[src/rtl/icu_pkg.sv]
package icu_pkg;

    typedef enum logic [1:0] {
        SEL_LEVEL  = 2'd0,
        SEL_CAUSE  = 2'd1,
        SEL_ENABLE = 2'd2,
        SEL_SPARE  = 2'd3
    } reg_sel_e;

    typedef enum logic {
        LINE_QUIET  = 1'b0,
        LINE_RAISED = 1'b1
    } line_state_e;

endpackage

[src/rtl/icu_rise_detect.sv]
module icu_rise_detect #(
    parameter int unsigned NFLAG = 12
) (
    input  logic             clk,
    input  logic             rst_n,
    input  logic [NFLAG-1:0] level_i,
    output logic [NFLAG-1:0] rise_o
);

    logic [NFLAG-1:0] prev_q;

    // The previous level resets to ones, so a flag already high at release is not an edge.
    for (genvar g = 0; g < NFLAG; g++) begin : g_bit
        always_ff @(posedge clk) begin
            if (!rst_n) prev_q[g] <= 1'b1;
            else        prev_q[g] <= level_i[g];
        end
        assign rise_o[g] = level_i[g] & ~prev_q[g];
    end

    AST_RISE_AFTER_LOW: assert property (@(posedge clk) disable iff (!rst_n)
        ((rise_o & $past(level_i)) == '0)) else $error("rise on a flag that was high");

endmodule

[src/rtl/icu_cause_bank.sv]
module icu_cause_bank #(
    parameter int unsigned NFLAG = 12
) (
    input  logic             clk,
    input  logic             rst_n,
    input  logic [NFLAG-1:0] rise_i,
    input  logic [NFLAG-1:0] clr_i,
    output logic [NFLAG-1:0] cause_o
);

    // A new edge takes priority over a clear in the same cycle.
    for (genvar g = 0; g < NFLAG; g++) begin : g_bit
        always_ff @(posedge clk) begin
            if (!rst_n)         cause_o[g] <= 1'b0;
            else if (rise_i[g]) cause_o[g] <= 1'b1;
            else if (clr_i[g])  cause_o[g] <= 1'b0;
        end
    end

    AST_EDGE_LATCHES: assert property (@(posedge clk) disable iff (!rst_n)
        (rise_i != '0) |=> ((cause_o & $past(rise_i)) == $past(rise_i))) else $error("edge not latched");
    AST_NO_SPURIOUS_SET: assert property (@(posedge clk) disable iff (!rst_n)
        ((cause_o & ~$past(cause_o) & ~$past(rise_i)) == '0)) else $error("cause set without edge");
    AST_STICKY: assert property (@(posedge clk) disable iff (!rst_n)
        ((cause_o & $past(cause_o & ~clr_i)) == $past(cause_o & ~clr_i))) else $error("cause dropped");
    AST_W1C_CLEARS: assert property (@(posedge clk) disable iff (!rst_n)
        (clr_i != '0) |=> ((cause_o & $past(clr_i & ~rise_i)) == '0)) else $error("clear ignored");
    AST_EDGE_BEATS_CLEAR: assert property (@(posedge clk) disable iff (!rst_n)
        ((clr_i & rise_i) != '0) |=> ((cause_o & $past(clr_i & rise_i)) == $past(clr_i & rise_i)))
        else $error("clear won over edge");

endmodule

[src/rtl/icu_reg_port.sv]
module icu_reg_port
    import icu_pkg::*;
#(
    parameter int unsigned NFLAG  = 12,
    parameter int unsigned DATA_W = 32
) (
    input  logic              clk,
    input  logic              rst_n,
    input  logic              wr_en,
    input  logic [1:0]        addr,
    input  logic [DATA_W-1:0] wdata,
    input  logic [NFLAG-1:0]  level_i,
    input  logic [NFLAG-1:0]  cause_i,
    output logic [DATA_W-1:0] rdata,
    output logic [NFLAG-1:0]  clr_o,
    output logic [NFLAG-1:0]  mask_o
);

    localparam int unsigned PAD_W = DATA_W - NFLAG;

    reg_sel_e sel;
    assign sel = reg_sel_e'(addr);

    if (PAD_W > 0) begin : g_pad
        logic wdata_unused;
        assign wdata_unused = ^wdata[DATA_W-1:NFLAG];
    end

    always_ff @(posedge clk) begin
        if (!rst_n)                           mask_o <= '0;
        else if (wr_en && sel == SEL_ENABLE)  mask_o <= wdata[NFLAG-1:0];
    end

    always_comb begin
        clr_o = '0;
        if (wr_en && sel == SEL_CAUSE) clr_o = wdata[NFLAG-1:0];
    end

    always_comb begin
        rdata = '0;
        unique case (sel)
            SEL_LEVEL:  rdata[NFLAG-1:0] = level_i;
            SEL_CAUSE:  rdata[NFLAG-1:0] = cause_i;
            SEL_ENABLE: rdata[NFLAG-1:0] = mask_o;
            SEL_SPARE:  rdata = '0;
        endcase
    end

    AST_MASK_ONLY_ON_WRITE: assert property (@(posedge clk) disable iff (!rst_n)
        !(wr_en && addr == 2'd2) |=> $stable(mask_o)) else $error("mask changed without write");

endmodule

[src/rtl/icu_line_fsm.sv]
module icu_line_fsm
    import icu_pkg::*;
#(
    parameter int unsigned NFLAG = 12
) (
    input  logic             clk,
    input  logic             rst_n,
    input  logic [NFLAG-1:0] cause_i,
    input  logic [NFLAG-1:0] mask_i,
    output logic             irq_o
);

    line_state_e state_q, state_d;
    logic        pending;

    assign pending = |(cause_i & mask_i);

    always_ff @(posedge clk) begin
        if (!rst_n) state_q <= LINE_QUIET;
        else        state_q <= state_d;
    end

    always_comb begin
        state_d = state_q;
        unique case (state_q)
            LINE_QUIET:  if (pending)  state_d = LINE_RAISED;
            LINE_RAISED: if (!pending) state_d = LINE_QUIET;
        endcase
    end

    always_comb begin
        irq_o = (state_q == LINE_RAISED);
    end

    AST_MASK_ZERO_QUIET: assert property (@(posedge clk) disable iff (!rst_n)
        (mask_i == '0) |=> !irq_o) else $error("irq with zero mask");
    AST_LINE_FOLLOWS: assert property (@(posedge clk) disable iff (!rst_n)
        irq_o == $past(|(cause_i & mask_i))) else $error("irq not tracking causes");

endmodule

[src/rtl/irq_cause_unit.sv]
module irq_cause_unit #(
    parameter int unsigned NFLAG  = 12,
    parameter int unsigned DATA_W = 32
) (
    input  logic              clk,
    input  logic              rst_n,
    input  logic [NFLAG-1:0]  status_i,
    input  logic              reg_wr_en,
    input  logic [1:0]        reg_addr,
    input  logic [DATA_W-1:0] reg_wdata,
    output logic [DATA_W-1:0] reg_rdata,
    output logic              irq_o
);

    logic [NFLAG-1:0] rise;
    logic [NFLAG-1:0] clr;
    logic [NFLAG-1:0] cause;
    logic [NFLAG-1:0] mask;

    icu_rise_detect #(.NFLAG(NFLAG)) u_rise (
        .clk(clk), .rst_n(rst_n), .level_i(status_i), .rise_o(rise)
    );

    icu_cause_bank #(.NFLAG(NFLAG)) u_cause (
        .clk(clk), .rst_n(rst_n), .rise_i(rise), .clr_i(clr), .cause_o(cause)
    );

    icu_reg_port #(.NFLAG(NFLAG), .DATA_W(DATA_W)) u_port (
        .clk(clk), .rst_n(rst_n), .wr_en(reg_wr_en), .addr(reg_addr),
        .wdata(reg_wdata), .level_i(status_i), .cause_i(cause),
        .rdata(reg_rdata), .clr_o(clr), .mask_o(mask)
    );

    icu_line_fsm #(.NFLAG(NFLAG)) u_line (
        .clk(clk), .rst_n(rst_n), .cause_i(cause), .mask_i(mask), .irq_o(irq_o)
    );

    AST_RESET_QUIET: assert property (@(posedge clk) $fell(rst_n) |=> !irq_o)
        else $error("irq not low after reset");

endmodule

[config.mk]
export PLATFORM = sky130hd
export DESIGN_NAME = irq_cause_unit
export DESIGN_NICKNAME = d
export VERILOG_FILES = /design/src/rtl/icu_pkg.sv /design/src/rtl/icu_rise_detect.sv /design/src/rtl/icu_cause_bank.sv /design/src/rtl/icu_reg_port.sv /design/src/rtl/icu_line_fsm.sv /design/src/rtl/irq_cause_unit.sv
export SDC_FILE = /design/constraint.sdc
export NUM_CORES = 1
export LEC_CHECK = 0
export ABC_AREA = 1
export BUFFER_PORTS_ARGS = -buffer_cell sky130_fd_sc_hd__buf_2
export CORE_AREA = 2 2 63 65
export DETAILED_ROUTE_END_ITERATION = 10
export DIE_AREA = 0 0 65 67
export PLACE_DENSITY_LB_ADDON = 0.1
export SYNTH_ARGS = -nofsm -noshare
export SYNTH_HDL_FRONTEND = slang
export SYNTH_SLANG_ARGS = --single-unit
[constraint.sdc]
create_clock -name clk -period 2.15 [get_ports clk]
set_input_delay 0.215 -clock clk [delete_from_list [all_inputs] [get_ports clk]]
set_output_delay 0.215 -clock clk [all_outputs]
set_load 0.02 [all_outputs]
==> tab_implementation.tex <==
\begin{tabular}{lr}
\hline
Metric & Value \\
\hline
\multicolumn{2}{l}{\textbf{CTS}} \\
\quad CTS tree & yes \\
\quad Total CTS buffers & 5 \\
\quad Buffer type at the clock tree root & clkbuf\_8 \\
\quad Buffers inserted during post-CTS setup optimization & 0 \\
\quad Clock sink total & 37 \\
\quad Level count of the clock H-tree & 2 \\
\quad Clock Pin Slew Worst Setup and Hold Paths & 0.06 ns \\
\quad Worst-Skew Late Latency & 0.28 ns \\
\quad Max Root-Sink Buffers & 2 \\
\quad Number of gates resized after CTS & 0 \\
\quad Hold Buf Count CTS & 0 \\
\multicolumn{2}{l}{\textbf{Critical path}} \\
\quad Cell Chain, Critical Path & buf\_2 -> inv\_2 -> nor2\_4 -> nand2\_1 -> nand3\_1 -> buf\_2 \\
\quad Critical Path AT & 1.21 ns \\
\quad Setup slack on the worst flop-to-flop path & 1.29 ns \\
\quad R2r worst-path depth & 6 \\
\quad Standard cell with the maximum stage delay on the critical path & nor2\_4 \\
\quad Critical path's largest stage delay & 0.43 ns \\
\quad CP max FO & 25 \\
\quad Startpoint types & input port \\
\quad Setup CP Type & in -> out \\
\quad Endpoint required time on the critical path & 1.93 ns \\
\quad Critical path's most frequent cell & buf\_2 \\
\quad CP Capture Point & reg\_rdata[1] \\
\quad Worst path bufs/invs & 3 \\
\quad Kind of end point of the critical path & primary output \\
\quad End of the worst register-to-register path & u\_line.irq\_o \\
\quad Startpoint of the worst-slack reg-to-reg timing path & u\_port.mask\_o[3] \\
\quad Crit path from & reg\_addr[1] \\
\quad Top Family by Delay on Critical Path & simple AND/OR/NAND/NOR gates \\
\quad Cell depth of the worst setup path & 6 \\
\multicolumn{2}{l}{\textbf{Hold path}} \\
\quad Depth of the worst hold-timing path & 3 \\
\quad Hold/Removal Path Class & in -> reg \\
\multicolumn{2}{l}{\textbf{Power}} \\
\quad Total power of the final layout & 1.41 mW \\
\quad P\_leak & 0.978 nW \\
\quad Max VDD drop & 0.414 mV \\
\quad Switching fraction of total power & 26.4\% \\
\quad Clk network pwr share & 33.6\% \\
\quad Power density cells & 702 nW/um\^{}2 \\
\quad Pint & 1.04 mW \\
\quad Total net switching power & 0.373 mW \\
\quad Part of the power in registers & 52.1\% \\
\quad Comb power frac & 14.4\% \\
\multicolumn{2}{l}{\textbf{STA}} \\
\quad Final count of pins violating max slew & 0 \\
\quad Final count of hold timing violations & 0 \\
\quad Setup repair after global routing missed its margin & false \\
\quad Final setup viols & 0 \\
\quad Worst Max-Slew Pin Slew & 0.913 ns \\
\quad Fin Setup TNS & 0 ns \\
\quad Max Clock Skew & 0.00106 ns \\
\quad Achievable frequency & 700 MHz \\
\quad Final period demand of the worst path & 1.43 ns \\
\quad Rel. slew slack & 39.0\% \\
\quad Period utilisation layout & 66.5\% \\
\quad Hold WS & 0.120 ns \\
\multicolumn{2}{l}{\textbf{Place}} \\
\quad Final GP Congestion & 0.688 \\
\quad Placed wire-length estimate after detailed placement & 2510 um \\
\quad \# port buffers & 41 \\
\multicolumn{2}{l}{\textbf{GRT}} \\
\quad First-pass GRT wire length & 5960 um \\
\quad Vias in the first global route & 1,362 \\
\quad All-Layer GR Usage & 18.2\% \\
\quad Pin count of the biggest net entering global routing & 32 \\
\quad Number of antenna violations at the first check in global routing & 0 \\
\quad Leftover overflow at the end of global routing & 0 \\
\multicolumn{2}{l}{\textbf{Floorplan}} \\
\quad Die outline area & 4360 um\^{}2 \\
\quad Die Width & 65 um \\
\quad I/O pin count & 82 \\
\quad Placeable Area & 3610 um\^{}2 \\
\quad Effective utilization at floorplan & 49.5\% \\
\quad Cell row count & 22 \\
\quad Vertical extent of the die & 67 um \\
\multicolumn{2}{l}{\textbf{Drt}} \\
\quad Final wirelength & 3590 um \\
\quad Average routed wire per standard cell & 10.5 um \\
\quad Drt drc & 0 \\
\quad Routed Antenna Nets & 0 \\
\quad Drt initial violations & 74 \\
\quad Number of iterations in the first detailed-routing pass & 4 \\
\quad Post-DR vias/cell & 4.54 \\
\quad Vias after detailed routing & 1,554 \\
\multicolumn{2}{l}{\textbf{Logic synthesis}} \\
\quad Mean area per synthesized cell & 6.94 um\^{}2 \\
\quad Yosys warning count & 0 \\
\quad Total of flip-flops plus latches after synthesis & 37 \\
\quad Yosys top cell by area & dfxtp\_1 \\
\quad Synthesized area & 1780 um\^{}2 \\
\quad Cells taking the most area after synthesis & dfxtp\_1 (42\%), nand2\_1 (19\%), nand3\_1 (10\%), buf\_4 (8.8\%), a21oi\_1 (6.7\%) \\
\quad Sequential-to-total area share from yosys stat & 41.5\% \\
\quad Distinct cells, synth & 15 \\
\quad Post-Synthesis Cells & 257 \\
\quad Area fraction of the dominant cell type after synthesis & 41.5\% \\
\multicolumn{2}{l}{\textbf{Cells and area}} \\
\quad Number of filler instances in the final layout & 393 \\
\quad N\_diodes & 0 \\
\quad Layout area overhead & 12.6\% \\
\quad Final Net Count & 343 \\
\quad Footprint of the multi-input gates & 841 um\^{}2 \\
\quad Storage cell area & 741 um\^{}2 \\
\quad Share of cells above drive strength 1 & 22.4\% \\
\multicolumn{2}{l}{\textbf{Job}} \\
\quad Max Cap Violations & 0 \\
\multicolumn{2}{l}{\textbf{Outcome}} \\
\quad Run status & complete, no violations \\
\hline
\end{tabular}
[worst min-delay path by stage]
stage	from	endpoint	slack [ns]
after floorplan	rst_n	u_rise.prev_q[10]	0.28
after global placement	status_i[1]	u_rise.prev_q[1]	0.41
after detailed placement	status_i[8]	u_rise.prev_q[8]	0.42
after CTS	status_i[8]	u_rise.prev_q[8]	0.12
after global routing	status_i[0]	u_rise.prev_q[0]	0.14
final	status_i[8]	u_rise.prev_q[8]	0.12
[area by class of cell]
cell class / count / area share, %
well taps: 48 / 2.99
repair buffers: 43 / 11.0
flip-flops and latches: 37 / 36.9
clock buffers: 7 / 4.30
multi-input cells: 191 / 41.9
inverters: 16 / 2.99
[cells by family after synthesis]
kind of cell | synth area share [%]
AND/OR/NAND/NOR | 36.2
buffers and inverters | 15.4
flip-flops | 41.5
AO/OA/AOI/OAI | 6.73
other | 0.210
[cells in the final DEF, fill, tap and decap left out]
cell type  instances
nor2_4             2
dfxtp_1           37
conb_1            20
clkbuf_1           1
a21oi_1           24
nor2_1             4
or2_2             12
buf_2             41
buf_4              2
clkbuf_8           6
inv_1             14
nand2_2            1
nand3_1           37
inv_2              2
nand2_1           91
[per-layer routing]
metal | GRT usage [%] | part of all wire [%] | vias up
li1 | - | - | 839
met1 | 21.1 | 47 | 668
met2 | 30.8 | 46 | 40
met3 | 4.73 | 5.2 | 7
met4 | 9.57 | 2.0 | 0
met5 | 0 | 0 | -
[sequential cells by signal (all words and copies together) (netlist names)]
signal           flops
u_port.mask_o       12
u_cause.cause_o     12
u_line.irq_o         1
u_rise.prev_q       12
[tightest hold or removal path: cells and delay by family]
kind                   cells  cell delay [ns]
buffers and inverters      2             0.12
and+or+nand+nor            1             0.04
[synth_stat cells]
cell type,n
a21oi_1,24
nand2_2,1
inv_2,2
or2_2,12
dfxtp_1,37
nor2_4,2
conb_1,1
nor2_1,4
buf_2,6
buf_4,21
nand2_1,91
nand3_1,37
inv_1,14
buf_6,1
clkbuf_1,4
[power groups by stage]
stage                     clock network (mW)  registers, mW  logic (mW)
after floorplan                            0          0.746       0.168
after global placement                     0          0.749       0.203
after detailed placement                   0          0.749       0.204
after CTS                              0.490          0.734       0.204
after global routing                   0.522          0.737       0.227
final                                  0.474          0.734       0.203
[per-stage QoR]
| step | setup WS [ns] | instance area, um^2 | utilization, % | std cells |
|---|---|---|---|---|
| final | 0.721 | 2010 | 55.7 | 342 |
| after CTS | 0.706 | 2010 | 55.7 | 342 |
| after detailed placement | 0.638 | 1920 | 53.3 | 335 |
| after global routing | 0.586 | 2010 | 55.7 | 342 |
| after global placement | 0.642 | 1920 | 53.3 | 335 |
| after floorplan | 1.04 | 1860 | - | 276 |
(Power assumes the default switching activity.)
